<file path="src/rtl/spi_xfer_seq.sv">
module spi_xfer_seq #(
  parameter int DW    = 32,
  parameter int AW    = 4,
  parameter int LEN_W = 20,
  parameter int LO_W  = 16,
  parameter int RO_W  = 9,
  parameter int DEPTH = 32,
  parameter int BURST = 8
) (
  input  logic                         clk,
  input  logic                         rst_n,
  input  logic                         wr_en,
  input  logic [AW-1:0]                wr_addr,
  input  logic [DW-1:0]                wr_data,
  input  logic [AW-1:0]                rd_addr,
  output logic [DW-1:0]                rd_data,
  input  logic [$clog2(DEPTH+1)-1:0]   tx_level,
  input  logic [$clog2(DEPTH+1)-1:0]   rx_level,
  input  logic                         eng_word_done,
  input  logic                         eng_line_busy,
  output logic                         eng_start,
  output logic                         eng_stop,
  output logic                         eng_tx,
  output logic                         eng_rx,
  output logic                         eng_dummy,
  output logic                         fifo_rst,
  output logic                         dma_tx_req,
  output logic                         dma_rx_req,
  output logic                         irq
);
  localparam int HI_W  = LEN_W - LO_W;
  localparam int LVL_W = $clog2(DEPTH+1);
  localparam logic [AW-1:0] A_CTRL  = AW'(0);
  localparam logic [AW-1:0] A_TXHI  = AW'(1);
  localparam logic [AW-1:0] A_TXLO  = AW'(2);
  localparam logic [AW-1:0] A_RXHI  = AW'(3);
  localparam logic [AW-1:0] A_RXLO  = AW'(4);
  localparam logic [AW-1:0] A_RONLY = AW'(5);
  localparam logic [AW-1:0] A_REQ   = AW'(6);
  localparam logic [AW-1:0] A_INTEN = AW'(7);
  localparam logic [AW-1:0] A_INTCL = AW'(8);
  localparam logic [AW-1:0] A_RAW   = AW'(9);
  localparam logic [AW-1:0] A_MSK   = AW'(10);
  localparam logic [AW-1:0] A_STAT  = AW'(11);
  localparam logic [AW-1:0] A_FRST  = AW'(12);

  logic [1:0]       mode_q;
  logic             need_req_q, dma_en_q, fifo_rst_q;
  logic [HI_W-1:0]  tx_hi, rx_hi;
  logic [RO_W:0]    ro_reg;
  logic [1:0]       int_en, raw;
  logic [LEN_W-1:0] tx_cnt, rx_cnt, tx_cnt_d, rx_cnt_d;
  logic [RO_W-1:0]  ro_cnt, ro_cnt_d;
  logic             tx_act, rx_act, ro_act, tx_pend, rx_pend;
  logic             tx_act_d, rx_act_d, ro_act_d, tx_pend_d, rx_pend_d;
  logic             start_q, stop_q;

  wire wr_ctrl  = wr_en && wr_addr == A_CTRL;
  wire wr_txlo  = wr_en && wr_addr == A_TXLO;
  wire wr_rxlo  = wr_en && wr_addr == A_RXLO;
  wire wr_ronly = wr_en && wr_addr == A_RONLY;
  wire wr_req   = wr_en && wr_addr == A_REQ;
  wire wr_clr   = wr_en && wr_addr == A_INTCL;
  wire go_idle  = wr_ctrl && wr_data[1:0] == 2'b00;

  wire [LEN_W-1:0] tx_len_new = {tx_hi, wr_data[LO_W-1:0]};
  wire [LEN_W-1:0] rx_len_new = {rx_hi, wr_data[LO_W-1:0]};

  wire arm_tx = wr_txlo && mode_q[1] && !tx_act && !tx_pend && tx_len_new != '0;
  wire arm_rx = wr_rxlo && mode_q[0] && !rx_act && !rx_pend && rx_len_new != '0;
  wire req_tx = wr_req && wr_data[1] && tx_pend;
  wire req_rx = wr_req && wr_data[0] && rx_pend;
  wire ro_arm = wr_ronly && wr_data[RO_W] && !ro_reg[RO_W] && mode_q == 2'b01 &&
                !ro_act && wr_data[RO_W-1:0] != '0;

  wire tx_dec  = eng_word_done && tx_act;
  wire rx_dec  = eng_word_done && rx_act;
  wire ro_dec  = eng_word_done && ro_act;
  wire tx_last = tx_dec && tx_cnt == LEN_W'(1) && !go_idle;
  wire rx_last = (rx_dec && rx_cnt == LEN_W'(1) && !go_idle) ||
                 (ro_dec && ro_cnt == RO_W'(1) && !go_idle);

  wire act_now = tx_act | rx_act | ro_act;
  wire act_nx  = tx_act_d | rx_act_d | ro_act_d;

  always_comb begin
    tx_act_d = tx_act; tx_pend_d = tx_pend; tx_cnt_d = tx_cnt;
    rx_act_d = rx_act; rx_pend_d = rx_pend; rx_cnt_d = rx_cnt;
    ro_act_d = ro_act; ro_cnt_d = ro_cnt;
    if (arm_tx) begin
      tx_cnt_d = tx_len_new;
      if (need_req_q) tx_pend_d = 1'b1;
      else tx_act_d = 1'b1;
    end else if (req_tx) begin
      tx_pend_d = 1'b0;
      tx_act_d = 1'b1;
    end else if (tx_dec) begin
      tx_cnt_d = tx_cnt - LEN_W'(1);
      if (tx_cnt == LEN_W'(1)) tx_act_d = 1'b0;
    end
    if (arm_rx) begin
      rx_cnt_d = rx_len_new;
      if (need_req_q) rx_pend_d = 1'b1;
      else rx_act_d = 1'b1;
    end else if (req_rx) begin
      rx_pend_d = 1'b0;
      rx_act_d = 1'b1;
    end else if (rx_dec) begin
      rx_cnt_d = rx_cnt - LEN_W'(1);
      if (rx_cnt == LEN_W'(1)) rx_act_d = 1'b0;
    end
    if (ro_arm) begin
      ro_cnt_d = wr_data[RO_W-1:0];
      ro_act_d = 1'b1;
    end else if (ro_dec) begin
      ro_cnt_d = ro_cnt - RO_W'(1);
      if (ro_cnt == RO_W'(1)) ro_act_d = 1'b0;
    end
    if (go_idle) begin
      tx_act_d = 1'b0; tx_pend_d = 1'b0; tx_cnt_d = '0;
      rx_act_d = 1'b0; rx_pend_d = 1'b0; rx_cnt_d = '0;
      ro_act_d = 1'b0; ro_cnt_d = '0;
    end
  end

  always_ff @(posedge clk or negedge rst_n) begin
    if (!rst_n) begin
      mode_q <= '0; need_req_q <= 1'b0; dma_en_q <= 1'b0; fifo_rst_q <= 1'b0;
      tx_hi <= '0; rx_hi <= '0; ro_reg <= '0; int_en <= '0; raw <= '0;
      tx_cnt <= '0; rx_cnt <= '0; ro_cnt <= '0;
      tx_act <= 1'b0; rx_act <= 1'b0; ro_act <= 1'b0;
      tx_pend <= 1'b0; rx_pend <= 1'b0;
      start_q <= 1'b0; stop_q <= 1'b0;
    end else begin
      if (wr_ctrl) begin
        mode_q <= wr_data[1:0];
        need_req_q <= wr_data[2];
        dma_en_q <= wr_data[3];
      end
      if (wr_en && wr_addr == A_TXHI)  tx_hi <= wr_data[HI_W-1:0];
      if (wr_en && wr_addr == A_RXHI)  rx_hi <= wr_data[HI_W-1:0];
      if (wr_ronly)                    ro_reg <= wr_data[RO_W:0];
      if (wr_en && wr_addr == A_INTEN) int_en <= wr_data[9:8];
      if (wr_en && wr_addr == A_FRST)  fifo_rst_q <= wr_data[0];
      raw[0] <= tx_last | (raw[0] & ~(wr_clr & wr_data[8]));
      raw[1] <= rx_last | (raw[1] & ~(wr_clr & wr_data[9]));
      tx_cnt <= tx_cnt_d; rx_cnt <= rx_cnt_d; ro_cnt <= ro_cnt_d;
      tx_act <= tx_act_d; rx_act <= rx_act_d; ro_act <= ro_act_d;
      tx_pend <= tx_pend_d; rx_pend <= rx_pend_d;
      start_q <= !act_now && act_nx;
      stop_q  <= act_now && !act_nx;
    end
  end

  wire busy = act_now | eng_line_busy;

  always_comb begin
    rd_data = '0;
    case (rd_addr)
      A_CTRL:  rd_data[3:0] = {dma_en_q, need_req_q, mode_q};
      A_TXHI:  rd_data[HI_W-1:0] = tx_hi;
      A_RXHI:  rd_data[HI_W-1:0] = rx_hi;
      A_RONLY: rd_data[RO_W:0] = ro_reg;
      A_INTEN: rd_data[9:8] = int_en;
      A_RAW:   rd_data[9:8] = raw;
      A_MSK:   rd_data[9:8] = raw & int_en;
      A_STAT:  rd_data[8] = busy;
      A_FRST:  rd_data[0] = fifo_rst_q;
      default: rd_data = '0;
    endcase
  end

  assign eng_start  = start_q;
  assign eng_stop   = stop_q;
  assign eng_tx     = tx_act;
  assign eng_rx     = rx_act | ro_act;
  assign eng_dummy  = ro_act;
  assign fifo_rst   = fifo_rst_q;
  assign dma_tx_req = dma_en_q && tx_act &&
                      (LVL_W'(DEPTH) - tx_level) >= LVL_W'(BURST);
  assign dma_rx_req = dma_en_q && rx_level >= LVL_W'(BURST);
  assign irq        = |(raw & int_en);
endmodule

</file>
<file path="config.mk">
export PLATFORM = sky130hd
export DESIGN_NAME = spi_xfer_seq
export DESIGN_NICKNAME = d
export VERILOG_FILES = /design/src/rtl/spi_xfer_seq.sv
export SDC_FILE = /design/constraint.sdc
export NUM_CORES = 1
export LEC_CHECK = 0
export BUFFER_PORTS_ARGS = -buffer_cell sky130_fd_sc_hd__buf_2
export CORE_ASPECT_RATIO = 1.5
export CORE_UTILIZATION = 55
export DETAILED_ROUTE_END_ITERATION = 7
export PLACE_DENSITY = 0.79
export SYNTH_ARGS = -nofsm -noshare
export SYNTH_HDL_FRONTEND = slang
export SYNTH_SLANG_ARGS = --single-unit
</file>
<file path="constraint.sdc">
create_clock -name clk -period 3.8 [get_ports clk]
set_input_delay 0.38 -clock clk [delete_from_list [all_inputs] [get_ports clk]]
set_output_delay 0.38 -clock clk [all_outputs]
set_load 0.05 [all_outputs]
</file>
### Word level (Yosys, flattened, before mapping)

Cells that the tools add are included.

| word-level totals | value |
|---|---|
| flip-flop bits (word level) | 83 |
| input bits | 57 |
| output and inout bits | 41 |
| word-level logic and storage cells | 172 |

| operators by class | value |
|---|---|
| $add $sub $neg | 4 |
| magnitude comparators | 2 |
| equality and inequality tests | 25 |
| muxes and demuxes | 39 |
| bitwise operators | 15 |
| reductions and logical operators | 68 |

Operator list:

| kind | count |
|---|---|
| 20-bit two-way mux | 8 |
| 1-bit logical AND | 42 |
| 20-bit by 1-bit equality test with 1-bit output, second input constant | 2 |
| 20-bit nonzero test | 2 |
| 20-bit by 1-bit subtractor with 20-bit output, second input constant | 2 |
| 9-bit two-way mux | 3 |
| 4-bit by 3-bit equality test with 1-bit output, second input constant | 6 |
| 4-bit equality test, second input constant | 6 |
| 1-bit two-way mux | 23 |
| 3-bit nonzero test | 5 |
| 4-bit by 2-bit equality test with 1-bit output, second input constant | 3 |
| 6-bit by 4-bit >= comparator with 1-bit output, second input constant | 2 |
| 3-bit inequality test, second input constant | 4 |
| 3-bit one-hot mux with 4 select lines | 1 |
| 1-bit one-hot mux with 5 select lines | 2 |
| 9-bit by 1-bit equality test with 1-bit output, second input constant | 1 |
| 1-bit logical NOT | 9 |
| 9-bit nonzero test | 1 |
| 9-bit by 1-bit subtractor with 9-bit output, second input constant | 1 |
| 4-bit by 1-bit equality test with 1-bit output, second input constant | 2 |
| 4-bit logical NOT | 2 |
| 1-bit OR | 8 |
| 2-bit AND reduction | 4 |
| 6-bit subtractor, first input constant | 1 |
| other kinds (9) | 13 |

### Depth between registers and ports, before layout

Gate-level depths: netlist of run 1.

| logic depth | value |
|---|---|
| word-level depth | 12 |
| gate-level depth with buffers | 8 |
| gate-level depth less buffers | 7 |

### Worst setup path before layout of run 1

Ideal clock, no wire load.

| timing | value |
|---|---|
| kind | reg-to-output |
| start point | reg ro_act (netlist: eng_dummy) |
| end point | out rd_data[8] |
| arrival time | 2.436 ns |
| required time | 3.420 ns |
| setup slack | 0.984 ns |
| cell stages (with the launch flop) | 6 |
| cells stage by stage | dfrtp_1 or2_2 nor3_1 o21ai_0 a21oi_1 o21ai_0 |

| between the ends | value |
|---|---|
| cells in the longest elaborated chain, start to end | 3 |

RTL lines:

| item | RTL line | source |
|---|---|---|
| from (decl) | 54 | `logic tx_act, rx_act, ro_act, tx_pend, rx_pend;` |
| from (signal assigned) | 148 | `tx_act <= tx_act_d; rx_act <= rx_act_d; ro_act <= ro_act_d;` |
| 1-bit OR | 83 | `wire act_now = tx_act \| rx_act \| ro_act;` |
| 1-bit OR | 155 | `wire busy = act_now \| eng_line_busy;` |
| 1-bit one-hot mux with 5 select lines | 159 | `case (rd_addr)` |
| to (decl) | 16 | `output logic [DW-1:0] rd_data,` |

Every way passes these cells.

### Worst setup path in the final report of run 1

| timing | value |
|---|---|
| start point | in wr_addr[0] |
| end point | reg tx_cnt[16] |

| between the ends | value |
|---|---|
| cells in the longest elaborated chain, start to end | 8 |
| elaborated cells on any way between the ends | 18 |
| classes of those cells | 3 x eq/ne; 2 x mux; 13 x reduce/logical |

RTL lines:

| item | RTL line | source |
|---|---|---|
| from (decl) | 13 | `input logic [AW-1:0] wr_addr,` |
| 4-bit by 2-bit equality test with 1-bit output | 59 | `wire wr_txlo = wr_en && wr_addr == A_TXLO;` |
| 1-bit logical AND | 59 |  |
| 1-bit logical AND (4 in a row) | 69 | `wire arm_tx = wr_txlo && mode_q[1] && !tx_act && !tx_pend && tx_len_new != '0;` |
| 3-bit inequality test (no source line), or another cell as far along | -- |  |
| 2-bit AND reduction (no source line) / 20-bit two-way mux (equally long branches) | -- |  |
| to (signal assigned) | 147 | `tx_cnt <= tx_cnt_d; rx_cnt <= rx_cnt_d; ro_cnt <= ro_cnt_d;` |
| to (decl) | 52 | `logic [LEN_W-1:0] tx_cnt, rx_cnt, tx_cnt_d, rx_cnt_d;` |

Several ways; a longest one is shown, not always the timed one.
A chain may end at the register's enable or synchronous reset.

==> results by stage, run 1 <==
Critical path:
- The delay contributed by the slowest stage of the critical path is 0.81 ns.
- The critical path data required time is 4.03 ns.
- Counting cells, the worst reg-to-reg path comes to 5.
- The startpoint identified for the worst register-to-register timing path is eng_tx.
- The critical path goes through buf_2 -> or3b_1 -> nor4_4 -> o21a_1 -> o21ai_0 -> o211a_1.
- The critical path crosses 6 cells after its start point.
- The type of element launching the critical path is a primary input.
- In this run the worst setup path begins at wr_addr[0].
- Of all nets on the critical path, the largest fanout is 29.
- The data arrival time of the critical path is about 2.6 ns.
- By startpoint and endpoint, the worst setup path is classified as primary input to register.
- Counting both buffers and inverters, the worst setup path holds a total of 1.
- The cell with the biggest individual delay on the critical path is sky130_fd_sc_hd__o21a_1.
- STA classifies the critical path endpoint as a register.
- The cell type group with the largest total delay on the critical path is compound AO/OA/AOI/OAI gates.

Hold path:
- The worst hold path class is primary input to async pin.

Drt:
- The detailed router's first-iteration violation count is 369.
- The count of vias placed by the detailed router is 4,528.
- After detailed routing, the average wire length per cell comes to between 15 and 20 um.
- The routed design has around 13 mm of wire.
- Once detail routing completed, the nets flagged for antenna violations numbered 0.
- The count of TritonRoute iterations in the first routing pass is 5.
- Using the TritonRoute via totals, the vias-per-cell ratio works out to 6.25.
- In the routed design, unresolved DRC markers number 0.

GRT:
- In this run the most used layer during global routing was met2.
- The wire length of the first global-routing pass is 21.9 mm.
- The met2 global-route usage is 0.495.
- The global-route track usage on met1 is 0.373.
- The number of antenna violations at the first check in global routing was 0.
- For met3 alone, demand over resource in global routing was 0.0521.
- The via count of the first global-routing pass came to 4,373.
- The aggregate global-route resource usage is 0.297.
- The total overflow reported by the global router is 0.
- The largest net degree at the start of global routing is 84.

Clock tree:
- TritonCTS built the clock tree.
- The clock-pin slew reported for the worst setup and hold paths after clock tree synthesis is 0.06 ns.
- The clock insertion delay at the later pin of the skew report is between 0.3 and 0.4 ns.
- Buffers inserted during clock tree synthesis total 9.
- The post-cts sizing count is 0.
- The total of hold buffers inserted after clock tree synthesis is 0.
- In this run the number of H-tree levels came out at 3.
- The count of clock tree sinks is 83.
- The clock root buffer master is sky130_fd_sc_hd__clkbuf_16.
- Once the clock tree was built, the setup fixing pass inserted 0 buffers.
- The buffer levels on the longest clock path is 2.

Final layout:
- In the final design database the tool counted 672 nets.
- The growth of design area from synthesis to finish is 10.3%.
- The proportion of layout cells with a drive suffix above 1 is 0.187.
- The post-route non-filler standard cell count is 724.
- The number of antenna diodes in the final layout is 0.
- The final cell area excluding filler cells is 0.00569 sq mm.

Floorplan:
- The initialized floorplan defines 42 standard-cell rows.
- For this design the top-level I/O count stands at 98.
- For this configuration, the core starts out at a cell density of 0.574.
- The overall die area is slightly below 0.01 sq mm.
- The die outline height is 121 um.
- The core box area is between 0.008 and 0.009 sq mm.
- The die width is 81.1 um.

Placed design:
- Including well taps, the total number of placed cells is 708.
- The HPWL after detailed placement is around 9.5 mm.
- The number of port buffers is between 50 and 60.
- The area of placed instances is 0.00540 sq mm.
- The final weighted congestion of routability-driven global placement is 0.898.

Pwr:
- For this design the ratio of total power to cell area is 637 mW/mm^2.
- The worst-case vdd ir drop is around 400 uV.
- The leakage power of the design is between 0.002 and 0.0025 uW.

STA:
- Setup total negative slack on the finished layout was measured at 0 ns.
- Setup repair after global routing left no endpoint under its margin.
- In this run the tightest slew margin relative to its limit is 0.305.
- At the pin with the least slew margin, the transition time is 1.04 ns.
- The number of endpoints failing setup at the final stage is 0.
- The final number of max-transition violations was 0.
- The share of the clock period used by the worst path after layout is 0.624.
- Between clock sinks in the finished design, the worst skew comes to 0.00602 ns.
- The hold violation total from the final report is 0.
- The worst path in the final design needs a cycle of 2.37 ns, including I/O delays and setup.
- The upper clock frequency limit is about 420 MHz.

Synthesis:
- The number of flops mapped to enable cells by yosys is 0.
- The post-synthesis instance area is 0.00516 sq mm.
- Synthesis produced a netlist whose cell count is 563.
- Each instance of the synthesized netlist takes up on average between 9 and 10 sq um.
- The synthesized design contains 83 register bits.
- In the synthesized netlist the dominant register cell turns out to be sky130_fd_sc_hd__dfrtp_1.
- By area the synthesized netlist is led by sky130_fd_sc_hd__dfrtp_1 (40%), sky130_fd_sc_hd__mux2_2 (5.7%), sky130_fd_sc_hd__nand2_1 (5.3%).
- The most area-hungry cell type in the Yosys netlist is sky130_fd_sc_hd__dfrtp_1.
- Synthesis instantiated 67 different standard cells from the library.
- The share of synthesized area in the top cell type comes to 0.403.
- The share of synthesized registers carrying an async set or reset is 1.00.
- Yosys printed 0 warnings.
- The share of the Yosys chip area taken by registers is 0.403.

Outcome:
- The flow ran to the end, and the final reports show no timing, DRC or antenna violations.

Flow run:
- The max-capacitance violation count is 0.
worst register-to-register path, stage by stage, from the launching register on:
cell and delay (ns):
sky130_fd_sc_hd__dfrtp_1 0.49, sky130_fd_sc_hd__nand2b_1 0.23, sky130_fd_sc_hd__nor4_4 0.33, sky130_fd_sc_hd__o21a_1 0.81, sky130_fd_sc_hd__o21ai_0 0.19, sky130_fd_sc_hd__o211a_1 0.16
kinds of logic after synthesis:
family          Yosys count  share of synthesized area
compound gates          119                      0.158
buf+inv                  56                     0.0633
other cells               1                   0.000727
xor+xnor                 31                     0.0526
simple gates            235                      0.239
mux                      32                     0.0684
fa+ha+maj                 6                     0.0146
flops                    83                      0.403
layer usage:
layer | share of wire | wire (um)
met1 | 0.39 | 5290
met2 | 0.53 | 7080
met3 | 0.050 | 668
met4 | 0.028 | 376
met5 | 0 | 0
path summary, 6_finish.rpt:
kind                         endpoint  slack, ns
setup / recovery           tx_cnt[16]       1.43
hold / removal              ro_reg[6]       0.22
setup reg to reg           tx_cnt[16]       1.47
hold reg to reg             ro_reg[3]       0.50
max in group asynchronous  tx_cnt[17]       2.90
min in group clk           rx_cnt[10]       0.28
power breakdown:
part           leakage, uW  internal [uW]  switching, uW
registers          0.00105           1180            358
clock network     0.000141            527            334
logic              0.00116            505            717
layout by cell type (no fill, tap or decap), types with 10 or more instances in the layout:
master and n:
sky130_fd_sc_hd__xor2_1 10, sky130_fd_sc_hd__nand3_1 16, sky130_fd_sc_hd__conb_1 22, sky130_fd_sc_hd__mux2_2 26, sky130_fd_sc_hd__o21ai_0 42, sky130_fd_sc_hd__inv_1 11
sky130_fd_sc_hd__a211oi_1 11, sky130_fd_sc_hd__a21oi_1 11, sky130_fd_sc_hd__xnor2_1 21, sky130_fd_sc_hd__buf_2 55, sky130_fd_sc_hd__nor4_1 20, sky130_fd_sc_hd__nor2_1 44
sky130_fd_sc_hd__nand2_1 73, sky130_fd_sc_hd__dfrtp_1 83, sky130_fd_sc_hd__nor3_1 27
synthesized netlist by cell type, drive strengths merged (4+ instances only):
library cell	instances
xor2	10
mux2i	6
or3	5
o31ai	10
a211oi	11
dfrtp	83
o31a	7
nand4	4
xnor2	21
nor2	44
buf	37
nor4	26
o21ai	43
o21a	4
ha	6
o211ai	7
nand2	73
inv	11
a21oi	11
mux2	26
nand3	16
nor3	28
nor3b	4
clkbuf	8
and2	7
or2	5
nand2b	5
cell type report:
type,instances,area (sq um)
fill,764,3300
tap,110,138
clock buffer,14,254
timing repair buffer,59,305
clock inverter,2,35.0
multi-input combinational,445,2840
inverter,11,41.3
sequential,83,2080
stage by stage:
step           hold WS [ns]   util  setup WS, ns  total power [uW]
2_1_floorplan        0.0844      -         0.984              2440
3_3_place_gp          0.483  0.601          1.18              2680
3_5_place_dp          0.495  0.601          1.12              2750
4_1_cts               0.281  0.633          1.46              3620
5_1_grt               0.302  0.633          1.27              3840
6_report              0.218  0.633          1.43              3630
(Power assumes the default switching activity.)
==> run 2, diff against run 1 <==
--- a/config.mk
+++ b/config.mk
@@ -5,11 +5,12 @@
 export SDC_FILE = /design/constraint.sdc
 export NUM_CORES = 1
 export LEC_CHECK = 0
+export ABC_AREA = 1
 export BUFFER_PORTS_ARGS = -buffer_cell sky130_fd_sc_hd__buf_2
 export CORE_ASPECT_RATIO = 1.5
-export CORE_UTILIZATION = 55
+export CORE_UTILIZATION = 52
 export DETAILED_ROUTE_END_ITERATION = 7
-export PLACE_DENSITY = 0.79
+export PLACE_DENSITY = 0.78
 export SYNTH_ARGS = -nofsm -noshare
 export SYNTH_HDL_FRONTEND = slang
 export SYNTH_SLANG_ARGS = --single-unit
==> constraint.sdc (replaced) <==
create_clock -name clk -period 2.1 [get_ports clk]
set_input_delay 0.21 -clock clk [delete_from_list [all_inputs] [get_ports clk]]
set_output_delay 0.21 -clock clk [all_outputs]
set_load 0.05 [all_outputs]
==> run 2 against run 1 <==
Net effect:
- core utilization shrank 3.2 points
- clock skew increased by 0.0054 ns
- critical endpoint is now rd_data[8]
- sequential share of layout area decreased by 3.9 points
==> results by stage, run 2 <==
Synthesis:
- The flop and latch count out of synthesis is 83 (unchanged).
- The most area-hungry cell type in the Yosys netlist was sky130_fd_sc_hd__dfrtp_1 (unchanged).
- Synth area leaders: sky130_fd_sc_hd__dfrtp_1 (37%), sky130_fd_sc_hd__nand2_1 (13%), sky130_fd_sc_hd__nor2_1 (8.2%) (was sky130_fd_sc_hd__dfrtp_1 (40%), sky130_fd_sc_hd__mux2_2 (5.7%), sky130_fd_sc_hd__nand2_1 (5.3%)).
- The share of synthesized registers carrying an async set or reset is 1.00 (unchanged).
- The post-synthesis instance area is 0.00565 sq mm (was 0.00516 sq mm).
- The share of the synthesized netlist area taken by xor and xnor gates is 0.0481 (was 0.0526).
- The number of flops mapped to enable cells by yosys came to 0 (unchanged).
- The register area share after synthesis came to 0.368 (was 0.403).
- The leading cell type by number of instances after synthesis is sky130_fd_sc_hd__nand2_1 (was sky130_fd_sc_hd__dfrtp_1).
- The average footprint of a synthesized cell came to 7.07 sq um (was 9.16 sq um).
- The area fraction in compound gates after synthesis came to 0.132 (was 0.158).
- The fraction of the mapped netlist area in adder cells was 0.0133 (was 0.0146).
- Commonest cells in the netlist: sky130_fd_sc_hd__nand2_1 (192), sky130_fd_sc_hd__nor2_1 (123), sky130_fd_sc_hd__inv_1 (94) (was sky130_fd_sc_hd__dfrtp_1 (83), sky130_fd_sc_hd__nand2_1 (73), sky130_fd_sc_hd__nor2_1 (44)).
- The post-synthesis instance total was 799 (was 563).
- The main combinational cell family by area after synthesis is simple AND/OR/NAND/NOR gates (unchanged).
- The number of warnings printed during yosys synthesis is 0 (unchanged).
- The unique cell type count in the Yosys netlist is 48 (was 67).
- The main flop type after synthesis is sky130_fd_sc_hd__dfrtp_1 (unchanged).
- The multiplexer share of the synthesized area is 0 (was 0.0684).
- The simple-gate share of the synthesized area is 0.323 (was 0.239).
- The area share of the largest cell type after synthesis came to 0.368 (was 0.403).

Critical path:
- The start point of the critical path is rx_act (was wr_addr[0]).
- The type of element launching the critical path is a register (was primary input).
- The worst reg2reg path depth is 9 (was 5).
- The critical path data required time is 1.89 ns (was 4.03 ns).
- The maximum fanout encountered on the critical timing path is 6 (was 29).
- The kind of end point of the critical path is an output pin (was register).
- The beginning of the worst register-to-register path is rx_hi[0] (was eng_tx).
- The data arrival time of the critical path was 1.83 ns (was 2.60 ns).
- The kind of critical path is register to output pin (was primary input to register).

Placed design:
- The final weighted congestion of routability-driven global placement is 0.921 (was 0.898).
- The number of port buffers is 56 (unchanged).
- The setup slack at placement is 0.264 ns (was 1.12 ns).
- The HPWL after detailed placement is 11.3 mm (was 9.55 mm).
- The post-placement cell count is 999 (was 708).

Floorplan:
- The top-level I/O count is 98 (unchanged).
- The die outline height is 130 um (was 121 um).
- The starting utilization of the core area came to 0.533 (was 0.574).
- The overall die area came to 0.0113 sq mm (was 0.00978 sq mm).
- The site row count came to 46 (was 42).
- The core box area came to 0.0106 sq mm (was 0.00899 sq mm).
- The die width is 87.1 um (was 81.1 um).

GRT:
- The via count of the first global-routing pass is 5,111 (was 4,373).
- The total overflow reported by the global router came to 0 (unchanged).
- The largest net degree at the start of global routing is 54 (was 84).
- The aggregate global-route resource usage is 0.285 (was 0.297).
- The number of antenna violations at the first check in global routing is 0 (unchanged).
- The wire length of the first global-routing pass is 24.3 mm (was 21.9 mm).

Hold path:
- The launch point of the worst hold path is wr_data[6].
- The worst hold path passes through 3 cells.
- The worst hold path class is primary input to register (was primary input to async pin).

Outcome:
- Status: finished, final reports clean (unchanged).

Pwr:
- The leakage power of the design is 0.00327 uW (was 0.00235 uW).
- The worst-case vdd ir drop is 526 uV (was 408 uV).
- The total power per unit cell area was 1090 mW/mm^2 (was 637 mW/mm^2).

Final layout:
- The number of diodes added for antenna fixing is 0 (unchanged).
- Commonest cells after routing, fill and taps aside: sky130_fd_sc_hd__nand2_1 (192), sky130_fd_sc_hd__nor2_1 (123), sky130_fd_sc_hd__inv_1 (94), sky130_fd_sc_hd__dfrtp_1 (83), sky130_fd_sc_hd__o21ai_0 (67) (was sky130_fd_sc_hd__dfrtp_1 (83), sky130_fd_sc_hd__nand2_1 (73), sky130_fd_sc_hd__buf_2 (55), sky130_fd_sc_hd__nor2_1 (44), sky130_fd_sc_hd__o21ai_0 (42)).
- The post-route non-filler standard cell count came to 1,016 (was 724).
- The number of fillers in the final layout was 1,016 (was 764).
- The most frequent standard cell in the layout excluding fill and tap cells is sky130_fd_sc_hd__nand2_1 (was sky130_fd_sc_hd__dfrtp_1).
- The final-stage net count is 930 (was 672).
- The proportion of layout cells with a drive suffix above 1 is 0.150 (was 0.187).
- The growth of design area from synthesis to finish is 12.6% (was 10.3%).

STA:
- RSZ-0062 raised after global routing: false (unchanged).
- The hold violation total from the final report is 0 (unchanged).
- The total negative setup slack is 0 ns (unchanged).
- The final critical-path setup slack was 0.0639 ns (was 1.43 ns).
- The upper clock frequency limit is 491 MHz.
- The share of the clock period used by the worst path after layout is 0.970.
- The final number of max-transition violations is 0 (unchanged).
- The number of endpoints failing setup at the final stage came to 0 (unchanged).
- The final clock skew is 0.0114 ns (was 0.00602 ns).
- The clock period minus final worst setup slack is 2.04 ns.
- The final worst hold slack is 0.115 ns (was 0.218 ns).

Drt:
- The detailed router's first-iteration violation count came to 349 (was 369).
- The final routed DRC violation total was 0 (unchanged).
- The count of vias placed by the detailed router is 5,389 (was 4,528).
- The total wire length after detailed routing came to 15.1 mm (was 13.4 mm).
- The via density per instance is 5.30 (was 6.25).
- The average routed wire per standard cell was 14.8 um (was 18.5 um).
- The count of nets left with antenna violations after detail routing is 0 (unchanged).
- The count of TritonRoute iterations in the first routing pass is 6 (was 5).

Clock tree:
- The post-cts sizing count is 0 (unchanged).
- The maximum level of the CTS H-tree is 3 (unchanged).
- The count of clock tree sinks came to 83 (unchanged).
- The number of buffers inserted to repair setup after CTS is 0 (unchanged).
- The clock tree from TritonCTS is yes (unchanged).
- The buffer levels on the longest clock path is 2 (unchanged).
- The clock-pin slew reported for the worst setup and hold paths after clock tree synthesis is 0.07 ns (was 0.06 ns).
- The clock insertion delay at the later pin of the skew report was 0.35 ns (was 0.34 ns).
- The clock root buffer master is sky130_fd_sc_hd__clkbuf_16 (unchanged).
- The total of hold buffers inserted after clock tree synthesis was 1 (was 0).
- The number of buffers inserted during clock tree synthesis is 9 (unchanged).

Flow run:
- The max-capacitance violation count is 0 (unchanged).
[run 2: cell families (layout without fill, tap and decap cells)]
family                     count (synthesis)  in the layout
and+or+nand+nor                          411            411
xor gates and xnor gates                  31             31
DFF                                       83             83
adders and majority gates                  6              6
buffers and inverters                    137            189
other                                      1             22
AOI/OAI and AO/OA                        130            130
[run 2: power breakdown]
part	internal (uW)	switching, uW
clock network	941	739
logic	951	1760
registers	2090	433
total	3990	2930
[run 2: final timing paths]
kind,endpoint,slack [ns]
min in group asynchronous,tx_cnt[14],0.32
worst max-delay path,rd_data[8],0.06
worst min register to register,tx_hi[1],0.49
worst min-delay path,ro_reg[6],0.12
worst max register to register,rx_cnt[17],0.28
max in group asynchronous,rx_hi[3],1.14
[run 2: stage by stage]
step | utilization | cell area (sq um) | power (uW)
after CTS | 0.601 | 6360 | 6910
after detailed placement | 0.571 | 6040 | 5220
after global routing | 0.601 | 6360 | 7420
after floorplan | - | 5730 | 4610
after global placement | 0.571 | 6040 | 5150
final | 0.601 | 6360 | 6920
[run 2: per-layer routing]
metal,vias to the layer above,share of wire,global-route usage,routed length (um)
li1,2659,-,-,-
met1,2474,0.39,0.322,5860
met2,200,0.51,0.502,7680
met3,56,0.045,0.0338,672
met4,0,0.056,0.184,844
met5,-,0,0,0
[run 2: final cells by class]
type | instances | area [sq um] | area share
multi-input cells | 600 | 3000 | 0.471
flip-flops and latches | 83 | 2080 | 0.327
repair buffers | 71 | 410 | 0.0645
inverters | 102 | 388 | 0.0610
clock buffers | 9 | 225 | 0.0354
well taps | 144 | 180 | 0.0283
clock inverters | 7 | 82.6 | 0.0130
[run 2: worst max-delay path: stages, from the launching register on]
cell	delay (ns)
sky130_fd_sc_hd__dfrtp_1	0.43
sky130_fd_sc_hd__or2_2	0.34
sky130_fd_sc_hd__nor2_1	0.14
sky130_fd_sc_hd__inv_1	0.11
sky130_fd_sc_hd__o211ai_1	0.17
sky130_fd_sc_hd__nand3_1	0.08
sky130_fd_sc_hd__buf_2	0.21
